## src/rtl/secded_pkg.sv

```systemverilog
package secded_pkg;

    // Number of Hamming bits needed so that 2^k covers every codeword position.
    function automatic int ham_bits(input int dw);
        int k;
        k = 1;
        for (int s = 0; s < 32; s++) begin
            if ((1 << k) < dw + k + 1) k++;
        end
        return k;
    endfunction

    // Codeword position (1-based) of data bit idx: the idx-th non-power-of-two.
    function automatic int slot_of(input int idx);
        int seen;
        int found;
        seen  = 0;
        found = 0;
        for (int q = 3; q < 1024; q++) begin
            if (found == 0 && (q & (q - 1)) != 0) begin
                if (seen == idx) found = q;
                seen++;
            end
        end
        return found;
    endfunction

    typedef enum logic [1:0] {
        EK_NONE     = 2'd0,
        EK_SINGLE   = 2'd1,
        EK_PAR_ONLY = 2'd2,
        EK_DOUBLE   = 2'd3
    } err_kind_e;

    // Decision table combining syndrome state and overall parity.
    function automatic err_kind_e classify(input logic syn_zero,
                                           input logic par_odd,
                                           input logic syn_in_range);
        err_kind_e k;
        if (syn_zero && !par_odd)           k = EK_NONE;
        else if (syn_zero && par_odd)       k = EK_PAR_ONLY;
        else if (par_odd && syn_in_range)   k = EK_SINGLE;
        else                                k = EK_DOUBLE;
        return k;
    endfunction

endpackage

```

## src/rtl/secded_hgen.sv

```systemverilog
module secded_hgen
    import secded_pkg::*;
#(
    parameter int DATA_W = 4
) (
    input  logic [DATA_W-1:0] data,
    output logic [ham_bits(DATA_W)-1:0] ham
);
    localparam int HAM_W = ham_bits(DATA_W);

    logic [DATA_W-1:0] cover_terms [HAM_W];

    for (genvar gj = 0; gj < HAM_W; gj++) begin : g_chk
        for (genvar gi = 0; gi < DATA_W; gi++) begin : g_bit
            localparam int  SLOT = slot_of(gi);
            localparam bit  HIT  = ((SLOT >> gj) & 1) == 1;
            if (HIT) begin : g_in
                assign cover_terms[gj][gi] = data[gi];
            end else begin : g_out
                assign cover_terms[gj][gi] = 1'b0;
            end
        end
        assign ham[gj] = ^cover_terms[gj];
    end

endmodule

```

## src/rtl/secded_encode.sv

```systemverilog
module secded_encode
    import secded_pkg::*;
#(
    parameter int DATA_W = 4
) (
    input  logic [DATA_W-1:0]         data,
    output logic [ham_bits(DATA_W):0] check
);
    localparam int HAM_W = ham_bits(DATA_W);

    logic [HAM_W-1:0] ham;

    secded_hgen #(.DATA_W(DATA_W)) u_hgen (
        .data (data),
        .ham  (ham)
    );

    // Overall even parity across data and Hamming bits.
    assign check = {(^data) ^ (^ham), ham};

endmodule

```

## src/rtl/secded_decode.sv

```systemverilog
module secded_decode
    import secded_pkg::*;
#(
    parameter int DATA_W = 4
) (
    input  logic [DATA_W-1:0]           data_in,
    input  logic [ham_bits(DATA_W):0]   check_in,
    output logic [DATA_W-1:0]           data_out,
    output logic                        single_err,
    output logic                        double_err,
    output logic [ham_bits(DATA_W)-1:0] syn
);
    localparam int HAM_W  = ham_bits(DATA_W);
    localparam int CW_LEN = DATA_W + HAM_W;

    logic [HAM_W-1:0]  ham_now;
    logic              par_odd;
    logic              in_range;
    err_kind_e         kind;
    logic [DATA_W-1:0] flip;

    secded_hgen #(.DATA_W(DATA_W)) u_hgen (
        .data (data_in),
        .ham  (ham_now)
    );

    assign syn      = check_in[HAM_W-1:0] ^ ham_now;
    assign par_odd  = (^data_in) ^ (^check_in);
    assign in_range = (32'(syn) <= 32'(CW_LEN));
    assign kind     = classify(syn == '0, par_odd, in_range);

    for (genvar gi = 0; gi < DATA_W; gi++) begin : g_fix
        localparam int               SLOT   = slot_of(gi);
        localparam logic [HAM_W-1:0] SLOT_V = SLOT[HAM_W-1:0];
        assign flip[gi] = (kind == EK_SINGLE) && (syn == SLOT_V);
    end

    assign data_out   = data_in ^ flip;
    assign single_err = (kind == EK_SINGLE) || (kind == EK_PAR_ONLY);
    assign double_err = (kind == EK_DOUBLE);

endmodule

```

## src/rtl/secded_guard.sv

```systemverilog
module secded_guard
    import secded_pkg::*;
#(
    parameter int DATA_W = 4
) (
    input  logic                        clk,
    input  logic                        rst,
    input  logic [DATA_W-1:0]           wr_data,
    output logic [ham_bits(DATA_W):0]   wr_check,
    input  logic [DATA_W-1:0]           rd_data,
    input  logic [ham_bits(DATA_W):0]   rd_check,
    output logic [DATA_W-1:0]           fix_data,
    output logic                        single_err,
    output logic                        double_err,
    output logic [ham_bits(DATA_W)-1:0] syndrome
);
    localparam int HAM_W = ham_bits(DATA_W);

    logic [DATA_W-1:0] dec_data;
    logic              dec_single;
    logic              dec_double;
    logic [HAM_W-1:0]  dec_syn;

    secded_encode #(.DATA_W(DATA_W)) u_enc (
        .data  (wr_data),
        .check (wr_check)
    );

    secded_decode #(.DATA_W(DATA_W)) u_dec (
        .data_in    (rd_data),
        .check_in   (rd_check),
        .data_out   (dec_data),
        .single_err (dec_single),
        .double_err (dec_double),
        .syn        (dec_syn)
    );

    always_ff @(posedge clk) begin
        if (rst) begin
            fix_data   <= '0;
            single_err <= 1'b0;
            double_err <= 1'b0;
            syndrome   <= '0;
        end else begin
            fix_data   <= dec_data;
            single_err <= dec_single;
            double_err <= dec_double;
            syndrome   <= dec_syn;
        end
    end

    // Marks that the output registers hold a decoded word rather than reset values.
    logic live_q;
    always_ff @(posedge clk) begin
        if (rst) live_q <= 1'b0;
        else     live_q <= 1'b1;
    end

    p_flags_excl_r7: assert property (@(posedge clk) disable iff (rst)
        !(single_err && double_err));

    p_double_nonzero_r7: assert property (@(posedge clk) disable iff (rst)
        double_err |-> syndrome != '0);

    p_clean_pass_r4: assert property (@(posedge clk) disable iff (rst)
        (live_q && !single_err && !double_err) |-> (fix_data == $past(rd_data) && syndrome == '0));

    p_parity_only_r6: assert property (@(posedge clk) disable iff (rst)
        (live_q && single_err && syndrome == '0) |-> fix_data == $past(rd_data));

    p_one_bit_fix_r5: assert property (@(posedge clk) disable iff (rst)
        (live_q && single_err) |-> $countones(fix_data ^ $past(rd_data)) <= 1);

    p_double_raw_r8: assert property (@(posedge clk) disable iff (rst)
        (live_q && double_err) |-> fix_data == $past(rd_data));

endmodule

```

## config.mk

```make
export PLATFORM = sky130hd
export DESIGN_NAME = secded_guard
export DESIGN_NICKNAME = d
export VERILOG_FILES = /design/src/rtl/secded_pkg.sv /design/src/rtl/secded_hgen.sv /design/src/rtl/secded_encode.sv /design/src/rtl/secded_decode.sv /design/src/rtl/secded_guard.sv
export SDC_FILE = /design/constraint.sdc
export NUM_CORES = 1
export LEC_CHECK = 0
export ABC_AREA = 1
export BUFFER_PORTS_ARGS = -buffer_cell sky130_fd_sc_hd__buf_2
export CAP_MARGIN = 20
export CELL_PAD_IN_SITES_DETAIL_PLACEMENT = 1
export CELL_PAD_IN_SITES_GLOBAL_PLACEMENT = 2
export CORE_ASPECT_RATIO = 1.1
export CORE_MARGIN = 4
export CORE_UTILIZATION = 20
export DETAILED_ROUTE_END_ITERATION = 16
export GPL_TIMING_DRIVEN = 0
export PLACE_DENSITY_LB_ADDON = 0.1
export SLEW_MARGIN = 20
export SYNTH_ARGS = -nofsm -noshare
export SYNTH_HDL_FRONTEND = slang
export SYNTH_SLANG_ARGS = --single-unit
```

## constraint.sdc

```tcl
create_clock -name clk -period 0.9 [get_ports clk]
set_input_delay 0.045 -clock clk [delete_from_list [all_inputs] [get_ports clk]]
set_output_delay 0.045 -clock clk [all_outputs]
set_load 0.03 [all_outputs]
```

==> results of run 1 <==
## power breakdown
group          total (mW)  switching, mW  internal (mW)  leakage (nW)
Clock               0.310          0.139          0.171        0.0150
Sequential          0.437        0.00607          0.431        0.0748
Combinational       0.783          0.486          0.297         0.524
Total                1.53          0.631          0.898         0.614
## state kept, by name (all words and copies together), names as in the netlist
name	flops
fix_data	4
syndrome	3
double_err	1
single_err	1
## critical path: stages
cell and delay [ns]:
sky130_fd_sc_hd__buf_8 0.11, sky130_fd_sc_hd__xnor2_4 0.24, sky130_fd_sc_hd__xor2_4 0.19, sky130_fd_sc_hd__xnor2_2 0.14
sky130_fd_sc_hd__buf_6 0.15
## stage by stage
step	util	hold WS, ns
final	0.356	0.0490
after global routing	0.356	0.0473
after CTS	0.293	0.0396
after detailed placement	0.279	0.305
after global placement	0.279	0.320
after floorplan	-	0.114
## area by class of cell
type,instances,share of cell area
multi-input combinational,95,0.545
timing repair buffer,32,0.180
sequential,9,0.151
inverter,14,0.0523
clock buffer,4,0.0220
tap,48,0.0502
## what timing repair did
item                                   4_1_cts  5_1_grt
setup endpoints to repair                    5        7
gates resized for setup                      5       56
buffers inserted                             0        6
endpoints found under the hold margin        0        0
pin swaps                                    3       16
## synth_stat cells
library cell	instances	area, sq um
sky130_fd_sc_hd__inv_4	1	6.26
sky130_fd_sc_hd__inv_1	11	41.3
sky130_fd_sc_hd__nor2_2	1	6.26
sky130_fd_sc_hd__nand2_2	11	68.8
sky130_fd_sc_hd__dfxtp_1	9	180
sky130_fd_sc_hd__inv_2	2	7.51
sky130_fd_sc_hd__xnor2_1	4	35.0
sky130_fd_sc_hd__xor2_1	3	26.3
sky130_fd_sc_hd__nand2_4	3	33.8
sky130_fd_sc_hd__a21oi_1	6	30.0
sky130_fd_sc_hd__nor3_1	2	10.0
sky130_fd_sc_hd__nor2_1	11	41.3
sky130_fd_sc_hd__nand3_2	1	10.0
sky130_fd_sc_hd__nand2_1	49	184
sky130_fd_sc_hd__nand3_1	4	20.0
## routing by layer
layer,share of wire,wire length [microns],vias up
met4,0.018,38,0
met3,0.054,111,5
li1,-,-,427
met2,0.53,1090,20
met1,0.40,816,373
met5,0,0,-
## cells by family after synthesis
kind of cell              Yosys count
xor gates and xnor gates            7
buffers and inverters              14
DFF                                 9
and+or+nand+nor                    82
AOI/OAI and AO/OA                   6
## path summary, 6_finish.rpt
kind / from / end / slack [ns]
max: wr_data[3] / wr_check[3] / -0.01
min: rst / syndrome[1] / 0.05
==> results.md, run 1 <==
- Status: finished with violations
- Violations in the final reports: setup timing
- Yosys warning total: 0
- Global-route usage over all layers: 0.0950
- Routability Congestion: 0.721
- Tightest Hold Check Type: in2reg
- Via count: 825
- Clock transition at the register clock pins on the worst setup and hold paths after CTS: 0.06 ns
- Register area: 180 sq um
- Maximum clock frequency: 1.09 GHz
- Final nets: 169
- Number of inserted filler cells in the final layout: 444
- Dominant combinational cell family by area after synthesis: simple AND/OR/NAND/NOR gates
- Final hold viol count: 0
- Synthesized area divided by synthesized cell count: 5.94 sq um
- Die area: 4520 sq um
- Placed wire-length estimate: 1640 microns
- Compound-gate portion of the synthesized area: 0.0429
- Global route overflow: 0
- GR Util met2: 0.172
- Vias in the first global route: 794
- Setup repair after global routing missed its margin: yes
- Instance count along the most critical hold path: 2
- Final design instance area without fill: 1200 sq um
- Width of the die: 64.4 microns
- Worst-case setup margin in the final layout: -0.0133 ns
- Proportion of synthesized area in mux cells: 0
- Area growth from synthesis to layout: 70.7%
- Floorplan core area: 3360 sq um
- Adder-Cell Fraction of Synth Area: 0
- Number of cells in the design after placement: 192
- Sequential element share of the synthesized area: 0.257
- Total negative setup slack: -0.0133 ns
- Data arrival at the endpoint of the critical path: 0.87 ns
- Power density over the cells: 1280 nW/um^2
- M1 GR Usage: 0.106
- Clock sink count: 9
- Antenna Cells: 0
- Pin slew with the least headroom to its limit: 0.234 ns
- Setup crit start kind: input pin
- Number of ports placed on the die boundary: 27
- Layer carrying the most global-route usage: met2
- Static leakage power: 0.614 nW
- Leading cell types in the layout, fill and taps excluded: sky130_fd_sc_hd__nand2_1, sky130_fd_sc_hd__nand2_2, sky130_fd_sc_hd__buf_2
- TritonCTS clock tree: done
- Critical path endpoint category: output port
- Worst relative slew slack: 0.843
- CTS Hold Buffers Added: 0
- Setup slack after placement: -0.270 ns
- Most common cell after layout, fill and taps aside: sky130_fd_sc_hd__nand2_1
- Setup Viol. Count Final: 1
- Count of max-cap constraint violations: 0
- Final wirelength: 2060 microns
- Required time of the worst setup path: 0.85 ns
- Synth Area in Simple Gates: 0.534
- Post-layout min period: 0.913 ns
- Non-filler cells in the finished layout: 202
- Register bit total from synthesis: 9
- Mapped Area: 701 sq um
- DRC: 0
- Overall power of the completed layout: 1.53 mW
- Height of the die: 70.1 microns
- Area used by multi-input combinational logic: 652 sq um
- Proportion of layout cells with a drive suffix above 1: 0.545
- Iteration-0 DRC Markers: 9
- Synth unique cells: 15
- Worst setup path category: in2out
- VDD IR-drop max: 0.368 mV
- Maximum buffer depth of the clock tree: 2
- Share of the synthesized netlist area taken by xor and xnor gates: 0.0875
- Syn Inst Count: 118
- Row count: 22
- Pin count of the biggest net entering global routing: 8
- Synthesized Nets: 132
- Clk root buf: sky130_fd_sc_hd__clkbuf_4
- Final worst path period share: 1.01
- Vias per inst: 4.08
- Number of antenna violations at the first check in global routing: 0
- Antenna violation net count after detailed routing: 0
- Clock buffers created by TritonCTS: 3
- WL per Instance: 10.2 microns
- Port bufs: 26
- Met3 layer usage reported by global route: 0.0161
- Wire length of the first global-routing pass: 3470 microns
- First drt pass iteration count: 2
- Largest fanout on the critical path: 2
- Pins Over Slew Limit: 0
- Total number of H-tree levels: 1
- Placed cell areas: 936 sq um
- Starting density of the core: 0.209
Power figures use the tool's default switching activity.
==> run 2: changes to the inputs <==
Settings changed: HOLD_SLACK_MARGIN set to 0.06.
==> run 2 against run 1 <==
The run still ends with setup timing left. Sequential power barely moved. Setup slack is the same. First-iteration DRC count is 56% higher. Maximum frequency unchanged. Largest power group unchanged. Cell area grew 0.84%. Non-clock buffer count grew 1. Count of clock-buffer cells in the layout unchanged. Global-route usage stayed put. Critical endpoint unchanged. Critical path depth unchanged. Sequential cell count is the same.
==> results.md, run 2 (synthesized netlist as in run 1, its figures left out) <==
- Most common cell after layout, fill and taps aside: sky130_fd_sc_hd__nand2_1 (unchanged)
- Clock transition at the register clock pins on the worst setup and hold paths after CTS: 0.06 ns (about the same)
- Routability Congestion: 0.721 (unchanged)
- First drt pass iteration count: 2 (unchanged)
- Static leakage power: 0.617 nW (was 0.614 nW)
- VDD IR-drop max: 0.368 mV (about the same)
- Register with the most flip-flops: fix_data (unchanged)
- Floorplan core area: 3360 sq um (unchanged)
- Setup Viol. Count Final: 1 (unchanged)
- Setup crit start kind: input pin (unchanged)
- Area used by multi-input combinational logic: 652 sq um (unchanged)
- Antenna violation net count after detailed routing: 0 (unchanged)
- Power density over the cells: 1270 nW/um^2 (was 1280 nW/um^2)
- Global-route usage over all layers: 0.0950 (unchanged)
- Largest fanout on the critical path: 2 (unchanged)
- Required time of the worst setup path: 0.85 ns (about the same)
- Final nets: 170 (was 169)
- Final standard cell utilization of the core: 0.359 (was 0.356)
- Wire length of the first global-routing pass: 3470 microns (unchanged)
- Pins Over Slew Limit: 0 (unchanged)
- Capture point of the critical path: wr_check[3] (unchanged)
- Final worst path period share: 1.01 (unchanged)
- Max reg flops: 4 (unchanged)
- Clock buffers created by TritonCTS: 3 (unchanged)
- Clock share of power: 0.202 (was 0.203)
- Final worst hold slack: 0.0618 ns (was 0.0490 ns)
- Setup repair after global routing missed its margin: yes (unchanged)
- Vias in the first global route: 794 (unchanged)
- Switching Fraction: 0.412 (was 0.413)
- Vias per inst: 4.08 (about the same)
- Row count: 22 (unchanged)
- Cell internal pwr: 0.901 mW (was 0.898 mW)
- Top flop regs: fix_data (4), syndrome (3) (unchanged)
- Non-filler cells in the finished layout: 203 (was 202)
- Number of cells in the design after placement: 192 (unchanged)
- Maximum buffer depth of the clock tree: 2 (unchanged)
- Leading cell types in the layout, fill and taps excluded: sky130_fd_sc_hd__nand2_1, sky130_fd_sc_hd__nand2_2, sky130_fd_sc_hd__buf_2 (unchanged)
- Antenna Cells: 0 (unchanged)
- Number of inserted filler cells in the final layout: 441 (was 444)
- WL per Instance: 10.1 microns (was 10.2 microns)
- Sequential Power Share: 0.285 (was 0.286)
- TritonCTS clock tree: done (unchanged)
- Proportion of layout cells with a drive suffix above 1: 0.548 (was 0.545)
- Final wirelength: 2060 microns (about the same)
- Maximum clock frequency: 1.09 GHz (unchanged)
- Worst setup path category: in2out (unchanged)
- Status: finished with violations (unchanged)
- Iteration-0 DRC Markers: 14 (was 9)
- Setup slack after placement: -0.270 ns (unchanged)
- Pin count of the biggest net entering global routing: 8 (unchanged)
- Total number of H-tree levels: 1 (unchanged)
- Tightest Hold Check Type: in2reg (unchanged)
- Count of max-cap constraint violations: 0 (unchanged)
- Worst relative slew slack: 0.843 (unchanged)
- Total net switching power: 0.631 mW (about the same)
- Share of total power in combinational logic: 0.513 (was 0.512)
- Port bufs: 26 (unchanged)
- Violations in the final reports: setup timing (unchanged)
- Starting density of the core: 0.209 (unchanged)
- Critical path endpoint category: output port (unchanged)
- Pin slew with the least headroom to its limit: 0.234 ns (unchanged)
- Critical path origin: wr_data[3] (unchanged)
- Height of the die: 70.1 microns (unchanged)
- Via count: 828 (was 825)
- Number of antenna violations at the first check in global routing: 0 (unchanged)
- Area growth from synthesis to layout: 72.1% (was 70.7%)
- Width of the die: 64.4 microns (unchanged)
- Total negative setup slack: -0.0133 ns (unchanged)
- Final hold viol count: 0 (unchanged)
- Post-layout min period: 0.913 ns (unchanged)
- Clk root buf: sky130_fd_sc_hd__clkbuf_4 (unchanged)
- Number of ports placed on the die boundary: 27 (unchanged)
- Data arrival at the endpoint of the critical path: 0.87 ns (about the same)
- Worst-case setup margin in the final layout: -0.0133 ns (unchanged)
- Clock sink count: 9 (unchanged)
- Placed wire-length estimate: 1640 microns (unchanged)
- Register area: 180 sq um (unchanged)
- DRC: 0 (unchanged)
- Die area: 4520 sq um (unchanged)
- Global route overflow: 0 (unchanged)
run 2: changes by cell type in the layout (fill, tap and decap cells not counted):
| cell | delta |
|---|---|
| sky130_fd_sc_hd__dlygate4sd3_1 | +1 |
| sky130_fd_sc_hd__inv_1 | -1 |
| sky130_fd_sc_hd__inv_2 | +1 |
run 2: power by group through the flow:
stage | clock network [mW] | registers, mW | logic (mW)
after floorplan | 0 | 0.515 | 0.364
after global placement | 0 | 0.446 | 0.595
after detailed placement | 0 | 0.447 | 0.605
after CTS | 0.319 | 0.438 | 0.638
after global routing | 0.351 | 0.440 | 0.853
final | 0.309 | 0.437 | 0.786
run 2: critical path: stages:
cell and delay, ns:
sky130_fd_sc_hd__buf_8 0.11, sky130_fd_sc_hd__xnor2_4 0.24, sky130_fd_sc_hd__xor2_4 0.19, sky130_fd_sc_hd__xnor2_2 0.14, sky130_fd_sc_hd__buf_6 0.15
run 2: cell type report:
class	count	share of cell area
well taps	48	0.0498
repair buffers	33	0.187
multi-input cells	95	0.540
inverters	14	0.0519
flip-flops and latches	9	0.149
clock buffers	4	0.0218
run 2: how the worst min path moves through the flow:
stage                        to       start  cells past startpoint
detailed placement  syndrome[1]         rst                      2
CTS                 fix_data[2]  rd_data[2]                      3
global route        fix_data[1]  rd_data[1]                      3
finish              fix_data[2]  rd_data[2]                      3
global placement    syndrome[1]         rst                      2
floorplan           syndrome[0]         rst                      1
run 2: metrics by stage:
| step | area, sq um | power (mW) |
|---|---|---|
| 6_report | 1210 | 1.53 |
| 5_1_grt | 1210 | 1.64 |
| 3_5_place_dp | 936 | 1.05 |
| 4_1_cts | 993 | 1.39 |
| 3_3_place_gp | 936 | 1.04 |
| 2_1_floorplan | 746 | 0.879 |
run 2: per-layer routing:
metal  part of all wire  GRT usage  vias up
li1                   -          -      430
met1               0.40      0.107      373
met2               0.53      0.172       20
met3              0.044     0.0145        5
met4              0.018     0.0423        0
met5                  0          0        -
run 2: what timing repair did:
action                     4_1_cts  5_1_grt
setup buffers                    0        6
gates resized for setup          5       57
setup endpoints to repair        5        7
pin swaps                        3       16
hold buffers                     1        0
hold endpoints to repair         5        0
==> run 3: changes to the inputs <==
Settings changed: CORE_UTILIZATION 20 to 23.
Clock period 0.9 ns to 1 ns, I/O delays scaled along.
==> run 3 against run 2 <==
The flow now finishes without violations. Core utilization down 1.9 points. Non-clock buffer count is 5 lower. First-iteration DRC count decreased by 57%. Clock power is 10% lower. Critical path type unchanged. Sequential power fell by 10%. Die area fell by 12%.
==> results.md, run 3 (synthesized netlist as in run 1, its figures left out) <==
- Status: complete, no violations (was finished with violations)
- Max reg flops: 4 (unchanged)
- Stages on the worst setup path: 5 (unchanged)
- Crit-path leading delay family: XOR/XNOR gates (unchanged)
- Global-route usage over all layers: 0.101 (was 0.0950)
- Iteration-0 DRC Markers: 6 (was 14)
- Instance count along the most critical hold path: 3 (unchanged)
- Setup crit start kind: input pin (unchanged)
- Worst setup path category: in2out (unchanged)
- Placed wire-length estimate: 1610 microns (was 1640 microns)
- Register with the most flip-flops: fix_data (unchanged)
- Worst-case setup margin in the final layout: 0.0686 ns (was -0.0133 ns)
- Leading cell types in the layout, fill and taps excluded: sky130_fd_sc_hd__nand2_1, sky130_fd_sc_hd__buf_2, sky130_fd_sc_hd__inv_1, sky130_fd_sc_hd__nand2_2 (was sky130_fd_sc_hd__nand2_1, sky130_fd_sc_hd__nand2_2, sky130_fd_sc_hd__buf_2)
- Static leakage power: 0.551 nW (was 0.617 nW)
- Maximum clock frequency: 1.07 GHz
- First drt pass iteration count: 4 (was 2)
- Setup repair after global routing missed its margin: yes (unchanged)
- DRC: 0 (unchanged)
- Number of inserted filler cells in the final layout: 387 (was 441)
- Post-layout min period: 0.931 ns
- TritonCTS clock tree: done (unchanged)
- Number of ports placed on the die boundary: 27 (unchanged)
- Clock transition at the register clock pins on the worst setup and hold paths after CTS: 0.06 ns (about the same)
- Starting density of the core: 0.246 (was 0.209)
- WL per Instance: 10.0 microns (was 10.1 microns)
- GR Util met2: 0.197 (was 0.172)
- Routability Congestion: 0.684 (was 0.721)
- VDD IR-drop max: 0.575 mV (was 0.368 mV)
- Critical path endpoint category: output port (unchanged)
- Height of the die: 65.9 microns (was 70.1 microns)
- Final wirelength: 1830 microns (was 2060 microns)
- Width of the die: 60.6 microns (was 64.4 microns)
- Floorplan core area: 2850 sq um (was 3360 sq um)
- Proportion of layout cells with a drive suffix above 1: 0.367 (was 0.548)
- Top flop regs: fix_data (4), syndrome (3) (unchanged)
- Clk root buf: sky130_fd_sc_hd__clkbuf_4 (unchanged)
- Total negative setup slack: 0 ns (was -0.0133 ns)
- Worst relative slew slack: 0.839 (was 0.843)
- Maximum buffer depth of the clock tree: 2 (unchanged)
- Final worst path period share: 0.931
- Largest fanout on the critical path: 2 (unchanged)
- Tightest Hold Check Type: in2reg (unchanged)
- Final nets: 165 (was 170)
- Antenna violation net count after detailed routing: 0 (unchanged)
- M1 GR Usage: 0.109 (was 0.107)
- Vias in the first global route: 794 (unchanged)
- Required time of the worst setup path: 0.95 ns (was 0.85 ns)
- Setup slack after placement: -0.173 ns (was -0.270 ns)
- Clock buffers created by TritonCTS: 3 (unchanged)
- Wire length of the first global-routing pass: 3200 microns (was 3470 microns)
- Highest cell delay on the worst timing path: 0.21 ns (was 0.24 ns)
- Number of antenna violations at the first check in global routing: 0 (unchanged)
- Via count: 798 (was 828)
- Pin slew with the least headroom to its limit: 0.240 ns (was 0.234 ns)
- Layer carrying the most global-route usage: met2 (unchanged)
- Count of max-cap constraint violations: 0 (unchanged)
- Power density over the cells: 1270 nW/um^2 (about the same)
- Antenna Cells: 0 (unchanged)
- Data arrival at the endpoint of the critical path: 0.88 ns (was 0.87 ns)
- Buf+Inv Stages, Crit Path: 2 (unchanged)
- Worst path cell trace: buf_2 > xnor2_4 > xor2_2 > xnor2_2 > buf_6 (was buf_8 > xnor2_4 > xor2_4 > xnor2_2 > buf_6)
- Port bufs: 26 (unchanged)
- Critical path origin: wr_data[2] (was wr_data[3])
- Most common cell after layout, fill and taps aside: sky130_fd_sc_hd__nand2_1 (unchanged)
- Row count: 20 (was 22)
- Pin count of the biggest net entering global routing: 8 (unchanged)
- Clock sink count: 9 (unchanged)
- Cell with the biggest individual delay on the critical path: sky130_fd_sc_hd__xnor2_4 (unchanged)
- Capture point of the critical path: wr_check[3] (unchanged)
- Final hold viol count: 0 (unchanged)
- Vias per inst: 4.36 (was 4.08)
- Setup Viol. Count Final: 0 (was 1)
- Pins Over Slew Limit: 0 (unchanged)
- Met3 layer usage reported by global route: 0.00586 (was 0.0145)
- Die area: 3990 sq um (was 4520 sq um)
- Global route overflow: 0 (unchanged)
- Total number of H-tree levels: 1 (unchanged)
- Area growth from synthesis to layout: 38.6% (was 72.1%)
[run 3: cell count changes in the layout (fill, tap and decap cells not counted), moves of 2 or more]
cell | before | now
sky130_fd_sc_hd__a21oi_1 | 3 | 6
sky130_fd_sc_hd__a21oi_2 | 3 | 0
sky130_fd_sc_hd__buf_2 | 16 | 24
sky130_fd_sc_hd__buf_4 | 10 | 1
sky130_fd_sc_hd__clkbuf_4 | 6 | 4
sky130_fd_sc_hd__inv_1 | 7 | 11
sky130_fd_sc_hd__inv_2 | 4 | 2
sky130_fd_sc_hd__nand2_1 | 37 | 49
sky130_fd_sc_hd__nand2_2 | 17 | 11
sky130_fd_sc_hd__nand2_4 | 9 | 3
sky130_fd_sc_hd__nand3_1 | 2 | 4
sky130_fd_sc_hd__nor2_1 | 6 | 9
sky130_fd_sc_hd__nor2_2 | 1 | 3
sky130_fd_sc_hd__nor2_4 | 5 | 0
[run 3: cell type report]
cell class                      count  area [sq um]  area share
Tap cell                           33          41.3      0.0425
Inverter                           14          55.1      0.0567
Clock buffer                        4          26.3      0.0271
Timing Repair Buffer               28           156       0.161
Sequential cell                     9           180       0.186
Multi-Input combinational cell     95           512       0.527
[run 3: how the worst min path moves through the flow]
| stage | from | to | slack (ns) |
|---|---|---|---|
| after floorplan | rst | syndrome[0] | 0.12 |
| after global placement | rst | syndrome[1] | 0.32 |
| after detailed placement | rst | syndrome[1] | 0.32 |
| after CTS | rd_data[2] | fix_data[2] | 0.09 |
| after global routing | rd_data[2] | fix_data[2] | 0.15 |
| final | rd_data[2] | fix_data[2] | 0.09 |
[run 3: repair_timing]
action,CTS,global route
hold buffers,1,0
endpoints found under the hold margin,3,0
buffers inserted,0,1
gates cloned,0,0
setup endpoints to repair,1,5
pin swaps,1,5
resized for setup,1,6
[run 3: metal layers]
layer  part of all wire  vias to the layer above
li1                   -                      418
met1               0.42                      355
met2               0.51                       20
met3              0.060                        5
met4              0.015                        0
met5                  0                        -
[run 3: where the power goes]
group          switching, mW  leakage (nW)  internal [mW]
clock network          0.124        0.0150          0.154
logic                  0.362         0.461          0.197
registers            0.00509        0.0748          0.388
[run 3: per-stage QoR]
stage | instances | util | power, mW | instance area (sq um) | hold slack, ns
floorplan | 118 | - | 0.778 | 723 | 0.119
global placement | 177 | 0.314 | 0.917 | 895 | 0.318
detailed placement | 177 | 0.314 | 0.929 | 895 | 0.319
CTS | 182 | 0.327 | 1.22 | 933 | 0.0880
global route | 183 | 0.340 | 1.31 | 971 | 0.150
finish | 183 | 0.340 | 1.23 | 971 | 0.0892
[run 3: worst min-delay path, stage by stage]
cell,delay [ns]
sky130_fd_sc_hd__buf_2,0.12
sky130_fd_sc_hd__a21oi_1,0.05
sky130_fd_sc_hd__nor2_1,0.08
